===== config.mk =====
export PLATFORM = sky130hd
export DESIGN_NAME = cache_vb_top
export DESIGN_NICKNAME = d
export VERILOG_FILES = /design/src/rtl/cache_vb_pkg.sv /design/src/rtl/cache_vb_ctrl.sv /design/src/rtl/cache_vb_datapath.sv /design/src/rtl/cache_vb_top.sv
export SDC_FILE = /design/constraint.sdc
export NUM_CORES = 1
export LEC_CHECK = 0
export BUFFER_PORTS_ARGS = -buffer_cell sky130_fd_sc_hd__buf_2
export CAP_MARGIN = 40
export CORE_MARGIN = 3
export CORE_UTILIZATION = 37
export DETAILED_ROUTE_END_ITERATION = 16
export GPL_TIMING_DRIVEN = 0
export PLACE_DENSITY_LB_ADDON = 0.12
export SKIP_LAST_GASP = 1
export SLEW_MARGIN = 20
export SYNTH_ARGS = -nofsm -noshare
export SYNTH_HDL_FRONTEND = slang
export SYNTH_SLANG_ARGS = --single-unit

===== constraint.sdc =====
create_clock -name clk -period 10.6 [get_ports clk]
set_input_delay 0.53 -clock clk [delete_from_list [all_inputs] [get_ports clk]]
set_output_delay 0.53 -clock clk [all_outputs]
set_load 0.02 [all_outputs]

===== src/rtl/cache_vb_pkg.sv =====
package cache_vb_pkg;

  // Strobes from control to datapath, valid in the cycle they are high.
  typedef struct packed {
    logic accept;   // request accepted this cycle
    logic hitMain;  // answer from main array
    logic swap;     // exchange victim entry with set occupant
    logic miss;     // both structures missed
    logic fill;     // next-level data arrives
  } ctrlStrobes_t;

  typedef enum logic [1:0] {
    ST_IDLE  = 2'd0,
    ST_MREQ  = 2'd1,
    ST_MWAIT = 2'd2
  } ctrlState_t;

endpackage


===== src/rtl/cache_vb_ctrl.sv =====
module cache_vb_ctrl
  import cache_vb_pkg::*;
(
  input  logic         clk,
  input  logic         rstN,
  input  logic         reqValid,
  input  logic         mainHit,
  input  logic         vbHit,
  input  logic         memReqReady,
  input  logic         memRspValid,
  output logic         reqReady,
  output logic         memReqValid,
  output ctrlStrobes_t strobes
);

  ctrlState_t state, stateNext;

  always_ff @(posedge clk) begin
    if (!rstN) state <= ST_IDLE;
    else       state <= stateNext;
  end

  always_comb begin
    stateNext   = state;
    strobes     = '0;
    reqReady    = 1'b0;
    memReqValid = 1'b0;
    case (state)
      ST_IDLE: begin
        reqReady = 1'b1;
        if (reqValid) begin
          strobes.accept = 1'b1;
          if (mainHit)    strobes.hitMain = 1'b1;
          else if (vbHit) strobes.swap    = 1'b1;
          else begin
            strobes.miss = 1'b1;
            stateNext    = ST_MREQ;
          end
        end
      end
      ST_MREQ: begin
        memReqValid = 1'b1;
        if (memReqReady) stateNext = ST_MWAIT;
      end
      ST_MWAIT: begin
        if (memRspValid) begin
          strobes.fill = 1'b1;
          stateNext    = ST_IDLE;
        end
      end
      default: stateNext = ST_IDLE;
    endcase
  end

endmodule


===== src/rtl/cache_vb_datapath.sv =====
module cache_vb_datapath
  import cache_vb_pkg::*;
#(
  parameter int ADDR_W     = 8,
  parameter int DATA_W     = 32,
  parameter int SETS       = 4,
  parameter int VB_ENTRIES = 4,
  parameter int CNT_W      = 16
) (
  input  logic              clk,
  input  logic              rstN,
  input  ctrlStrobes_t      strobes,
  input  logic [ADDR_W-1:0] reqAddr,
  input  logic [DATA_W-1:0] memRspData,
  output logic              mainHit,
  output logic              vbHit,
  output logic [ADDR_W-1:0] memReqAddr,
  output logic              rspValid,
  output logic [DATA_W-1:0] rspData,
  output logic [CNT_W-1:0]  hitCount,
  output logic [CNT_W-1:0]  victimHitCount,
  output logic [CNT_W-1:0]  missCount
);

  localparam int IDX_W = $clog2(SETS);
  localparam int TAG_W = ADDR_W - IDX_W;
  localparam int VB_W  = $clog2(VB_ENTRIES);
  localparam logic [VB_W-1:0] VB_LAST = VB_W'(VB_ENTRIES - 1);

  // Main direct-mapped store
  logic [SETS-1:0]   mainValid;
  logic [TAG_W-1:0]  mainTag  [SETS];
  logic [DATA_W-1:0] mainData [SETS];

  // Fully associative victim buffer
  logic [VB_ENTRIES-1:0] vbValid;
  logic [ADDR_W-1:0]     vbAddr [VB_ENTRIES];
  logic [DATA_W-1:0]     vbData [VB_ENTRIES];
  logic [VB_W-1:0]       vbPtr;
  logic [VB_ENTRIES-1:0] vbMatch;
  logic [VB_W-1:0]       vbSel;

  logic [ADDR_W-1:0] pendAddr;

  logic [IDX_W-1:0] reqIdx, pendIdx;
  logic [TAG_W-1:0] reqTag, pendTag;

  assign reqIdx  = reqAddr[IDX_W-1:0];
  assign reqTag  = reqAddr[ADDR_W-1:IDX_W];
  assign pendIdx = pendAddr[IDX_W-1:0];
  assign pendTag = pendAddr[ADDR_W-1:IDX_W];

  assign mainHit = mainValid[reqIdx] && (mainTag[reqIdx] == reqTag);

  for (genvar e = 0; e < VB_ENTRIES; e++) begin : gVbCmp
    assign vbMatch[e] = vbValid[e] && (vbAddr[e] == reqAddr);
  end

  assign vbHit = |vbMatch;

  always_comb begin
    vbSel = '0;
    for (int e = 0; e < VB_ENTRIES; e++) begin
      if (vbMatch[e]) vbSel = VB_W'(e);
    end
  end

  logic pushVictim;
  assign pushVictim = strobes.fill && mainValid[pendIdx];

  // Main array valid bits
  always_ff @(posedge clk) begin
    if (!rstN) begin
      mainValid <= '0;
    end else if (strobes.swap) begin
      mainValid[reqIdx] <= 1'b1;
    end else if (strobes.fill) begin
      mainValid[pendIdx] <= 1'b1;
    end
  end

  // Main array tags and data
  always_ff @(posedge clk) begin
    if (strobes.swap) begin
      mainTag[reqIdx]  <= vbAddr[vbSel][ADDR_W-1:IDX_W];
      mainData[reqIdx] <= vbData[vbSel];
    end else if (strobes.fill) begin
      mainTag[pendIdx]  <= pendTag;
      mainData[pendIdx] <= memRspData;
    end
  end

  // Victim buffer valid bits and FIFO pointer
  always_ff @(posedge clk) begin
    if (!rstN) begin
      vbValid <= '0;
      vbPtr   <= '0;
    end else if (strobes.swap) begin
      vbValid[vbSel] <= mainValid[reqIdx];
    end else if (pushVictim) begin
      vbValid[vbPtr] <= 1'b1;
      vbPtr          <= (vbPtr == VB_LAST) ? '0 : vbPtr + 1'b1;
    end
  end

  // Victim buffer contents
  always_ff @(posedge clk) begin
    if (strobes.swap) begin
      vbAddr[vbSel] <= {mainTag[reqIdx], reqIdx};
      vbData[vbSel] <= mainData[reqIdx];
    end else if (pushVictim) begin
      vbAddr[vbPtr] <= {mainTag[pendIdx], pendIdx};
      vbData[vbPtr] <= mainData[pendIdx];
    end
  end

  // Pending miss address
  always_ff @(posedge clk) begin
    if (!rstN)                pendAddr <= '0;
    else if (strobes.accept)  pendAddr <= reqAddr;
  end

  assign memReqAddr = pendAddr;

  // Response register
  always_ff @(posedge clk) begin
    if (!rstN) begin
      rspValid <= 1'b0;
      rspData  <= '0;
    end else begin
      rspValid <= strobes.hitMain || strobes.swap || strobes.fill;
      if (strobes.hitMain)   rspData <= mainData[reqIdx];
      else if (strobes.swap) rspData <= vbData[vbSel];
      else if (strobes.fill) rspData <= memRspData;
    end
  end

  // Classification counters
  always_ff @(posedge clk) begin
    if (!rstN) begin
      hitCount       <= '0;
      victimHitCount <= '0;
      missCount      <= '0;
    end else begin
      if (strobes.hitMain) hitCount       <= hitCount + 1'b1;
      if (strobes.swap)    victimHitCount <= victimHitCount + 1'b1;
      if (strobes.fill)    missCount      <= missCount + 1'b1;
    end
  end

endmodule


===== src/rtl/cache_vb_top.sv =====
module cache_vb_top
  import cache_vb_pkg::*;
#(
  parameter int ADDR_W     = 8,
  parameter int DATA_W     = 32,
  parameter int SETS       = 4,
  parameter int VB_ENTRIES = 4,
  parameter int CNT_W      = 16
) (
  input  logic              clk,
  input  logic              rstN,
  input  logic              reqValid,
  output logic              reqReady,
  input  logic [ADDR_W-1:0] reqAddr,
  output logic              rspValid,
  output logic [DATA_W-1:0] rspData,
  output logic              memReqValid,
  input  logic              memReqReady,
  output logic [ADDR_W-1:0] memReqAddr,
  input  logic              memRspValid,
  input  logic [DATA_W-1:0] memRspData,
  output logic [CNT_W-1:0]  hitCount,
  output logic [CNT_W-1:0]  victimHitCount,
  output logic [CNT_W-1:0]  missCount
);

  ctrlStrobes_t strobes;
  logic         mainHit;
  logic         vbHit;

  cache_vb_ctrl ctrl_i (
    .clk         (clk),
    .rstN        (rstN),
    .reqValid    (reqValid),
    .mainHit     (mainHit),
    .vbHit       (vbHit),
    .memReqReady (memReqReady),
    .memRspValid (memRspValid),
    .reqReady    (reqReady),
    .memReqValid (memReqValid),
    .strobes     (strobes)
  );

  cache_vb_datapath #(
    .ADDR_W     (ADDR_W),
    .DATA_W     (DATA_W),
    .SETS       (SETS),
    .VB_ENTRIES (VB_ENTRIES),
    .CNT_W      (CNT_W)
  ) dp_i (
    .clk            (clk),
    .rstN           (rstN),
    .strobes        (strobes),
    .reqAddr        (reqAddr),
    .memRspData     (memRspData),
    .mainHit        (mainHit),
    .vbHit          (vbHit),
    .memReqAddr     (memReqAddr),
    .rspValid       (rspValid),
    .rspData        (rspData),
    .hitCount       (hitCount),
    .victimHitCount (victimHitCount),
    .missCount      (missCount)
  );

endmodule


==> metrics <==
family with the most delay on the worst path=compound AO/OA/AOI/OAI gates; WP data arrival=3.95 ns; synthesized area per cell=approximately 13 sq um; hpwl dp=44000 um; hold_ws=0.186 ns; CTS Hold Bufs=0; EDFF count, synth=312; critical path class=register to register; die area=0.0551 sq mm; Largest stage delay, worst path=between 0.6 and 0.7 ns; htree depth=2; CP required=~11 ns; maximum clock path buffer count=3; Worst Tran Pin Value=0.917 ns; die height=between 200 and 250 um; gpl congestion=around 0.84; ANT cells=0; FF+latch count, synth=415; post-synthesis cell area=0.0194 sq mm; GRT Util Overall=between 20% and 30%; clock skew=0.0273 ns; pin count of the biggest net entering global routing=29; post-CTS setup buffer count=0; CTS Buf Count=47; Post-DP Area=around 0.021 sq mm; Hold Path Class=input port to register; area of the multi-input gates=0.00732 sq mm; CP max FO=16; Util after Layout=between 40% and 50%; Worst setup EP type=register; port bufs=between 100 and 150; Yosys top cell area share=between 40% and 50%; async set-reset flop share out of synthesis=0%; library cells used by synthesis=68; Seq. cell area=0.0114 sq mm; num rows=83; status=finished, final reports clean; Placeable Area=0.0515 sq mm; Worst VDD drop=0.000115 V; post-route ant nets=0; Post-Syn Instances=about 1500; Starting Density=between 30% and 40%; CP max-delay cell=a21boi_4; post-route cell area=0.0231 sq mm; Setup Viol. Count Final=0; number of antenna violations at the first check in global routing=1; min Tclk post-route=roughly 3.7 ns; vias in the first global route=approximately 14000; GRT Residual Overflow=0; Layout area overhead=19.0%; setup TNS=0 ns; placed cells=2319; warnings from Yosys=0; Synth area leader=edfxtp_1; worst rel slew slack=38.9%; Hold Violations, Final=0; pwr dens=161 mW/mm^2; Leakage=0.00787 uW; post-synthesis sequential area ratio=59.0%; Buffers & Inverters on Critical Path=3; # fillers=about 4800; RSZ-0062 raised after global routing=false; crit-path cells=xnor2_1, nand4_4, or3_4, buf_6, a41oi_2, buf_2, nand3_1, a21boi_4, buf_16; net count after synthesis=1536; drt wl/cell=26.1 um; Main synth FF type=edfxtp_1; clk sinks=415; top cells by area, synth=edfxtp_1, dfxtp_1, mux4_2; clock-pin slew on the worst setup and hold paths=approximately 0.06 ns; top-level I/O count=136; CTS tree=built; Finished Layout Cells=roughly 2400; Die W=235 um; max-cap viol count=0; Nets=1741; clock latency on the worst-skew pair=approximately 0.6 ns; drt first pass iters=6; Slew Limit Fails=0; most frequent cells after synthesis=edfxtp_1, dfxtp_1, nand2_1; period utilization=around a third; Fmax=around 270 MHz; fraction of layout cells with a size suffix above 1=between 20 and 30%; Initial DRC Count=1224; post-CTS sizing=0; crit path launch type=register; final WL=around 63000 um; clk root buf=clkbuf_16; first-pass GRT wire length=92000 um; vias per cell=approximately 5.7; via count=13672; top-count cell post-synth=edfxtp_1; Remaining DRCs=0
==> tightest hold or removal path: stages <==
cell and delay, ns:
buf_2 0.09, a21oi_1 0.05, nor2_1 0.07
==> path summary, 6_finish.rpt <==
kind | from | endpoint | slack, ns | cells past startpoint
max | dp_i.vbAddr[2][4]$_DFFE_PP_ | dp_i.vbData[0][30]$_DFFE_PP_ | 6.93 | 9
min | memReqReady | ctrl_i.state[1]$_SDFFE_PN0P_ | 0.19 | 3
max reg2reg | dp_i.vbAddr[2][4]$_DFFE_PP_ | dp_i.vbData[0][30]$_DFFE_PP_ | 6.93 | 9
min reg2reg | dp_i.victimHitCount[15]$_SDFFE_PN0N_ | dp_i.victimHitCount[15]$_SDFFE_PN0N_ | 0.47 | 2
==> layout by cell type, fill, tap and decap left out, types with 39 or more instances in the layout <==
cell       netlist  layout
a21oi_1         67      66
and3_1          39      39
buf_2           18     151
clkbuf_1        68      73
clkbuf_16        0      48
dfxtp_1        103     103
edfxtp_1       312     312
inv_1           46      46
mux2_2          48      48
mux4_2          77      77
nand2_1         99      95
nand3_1         51      51
nor2_1          95      94
o21ai_0         42      42
xnor2_1         50      50
==> flip-flops by register name (all words and copies together), names as in the netlist, 2 cells and up, named ones only <==
register             cells
dp_i.vbData            128
dp_i.rspData            32
dp_i.vbValid             4
dp_i.mainData          128
dp_i.mainTag            24
ctrl_i.state             2
dp_i.memReqAddr          8
dp_i.vbAddr             32
dp_i.hitCount           16
dp_i.missCount          16
dp_i.vbPtr               2
dp_i.mainValid           4
dp_i.victimHitCount     16
==> logic make-up (layout without fill, tap and decap cells) <==
group	count (synthesis)	after routing	synth area share, %
and+or+nand+nor	460	460	12.6
DFF	415	415	59.0
buffers and inverters	158	402	3.59
muxes	130	130	12.0
adders and majority gates	7	7	0.452
xor gates and xnor gates	66	66	3.16
AOI/OAI and AO/OA	248	248	9.17
==> layer usage <==
metal | part of all wire (%) | global-route usage [%]
met5 | 0 | 0
met4 | 3.3 | 7.25
met3 | 6.9 | 4.15
met2 | 47 | 36.3
met1 | 43 | 30.8
==> power breakdown <==
| part | internal [uW] | switching, uW |
|---|---|---|
| clock network | 1060 | 686 |
| registers | 1750 | 5.25 |
| logic | 72.3 | 127 |
==> stage by stage <==
step	setup slack [ns]	power (uW)
floorplan	4.95	1910
detailed placement	6.49	1980
global route	6.80	3810
finish	6.93	3700
CTS	6.91	3730
global placement	1.41	1980
==> cell type report <==
type,count,area share (%)
Inverter,46,0.749
Clock buffer,60,5.62
Multi-Input combinational cell,911,31.7
Buffer,112,2.29
Tap cell,680,3.69
Clock inverter,28,1.60
Timing Repair Buffer,156,4.73
Sequential cell,415,49.6
No activity file was read; power rests on OpenSTA's default activity.
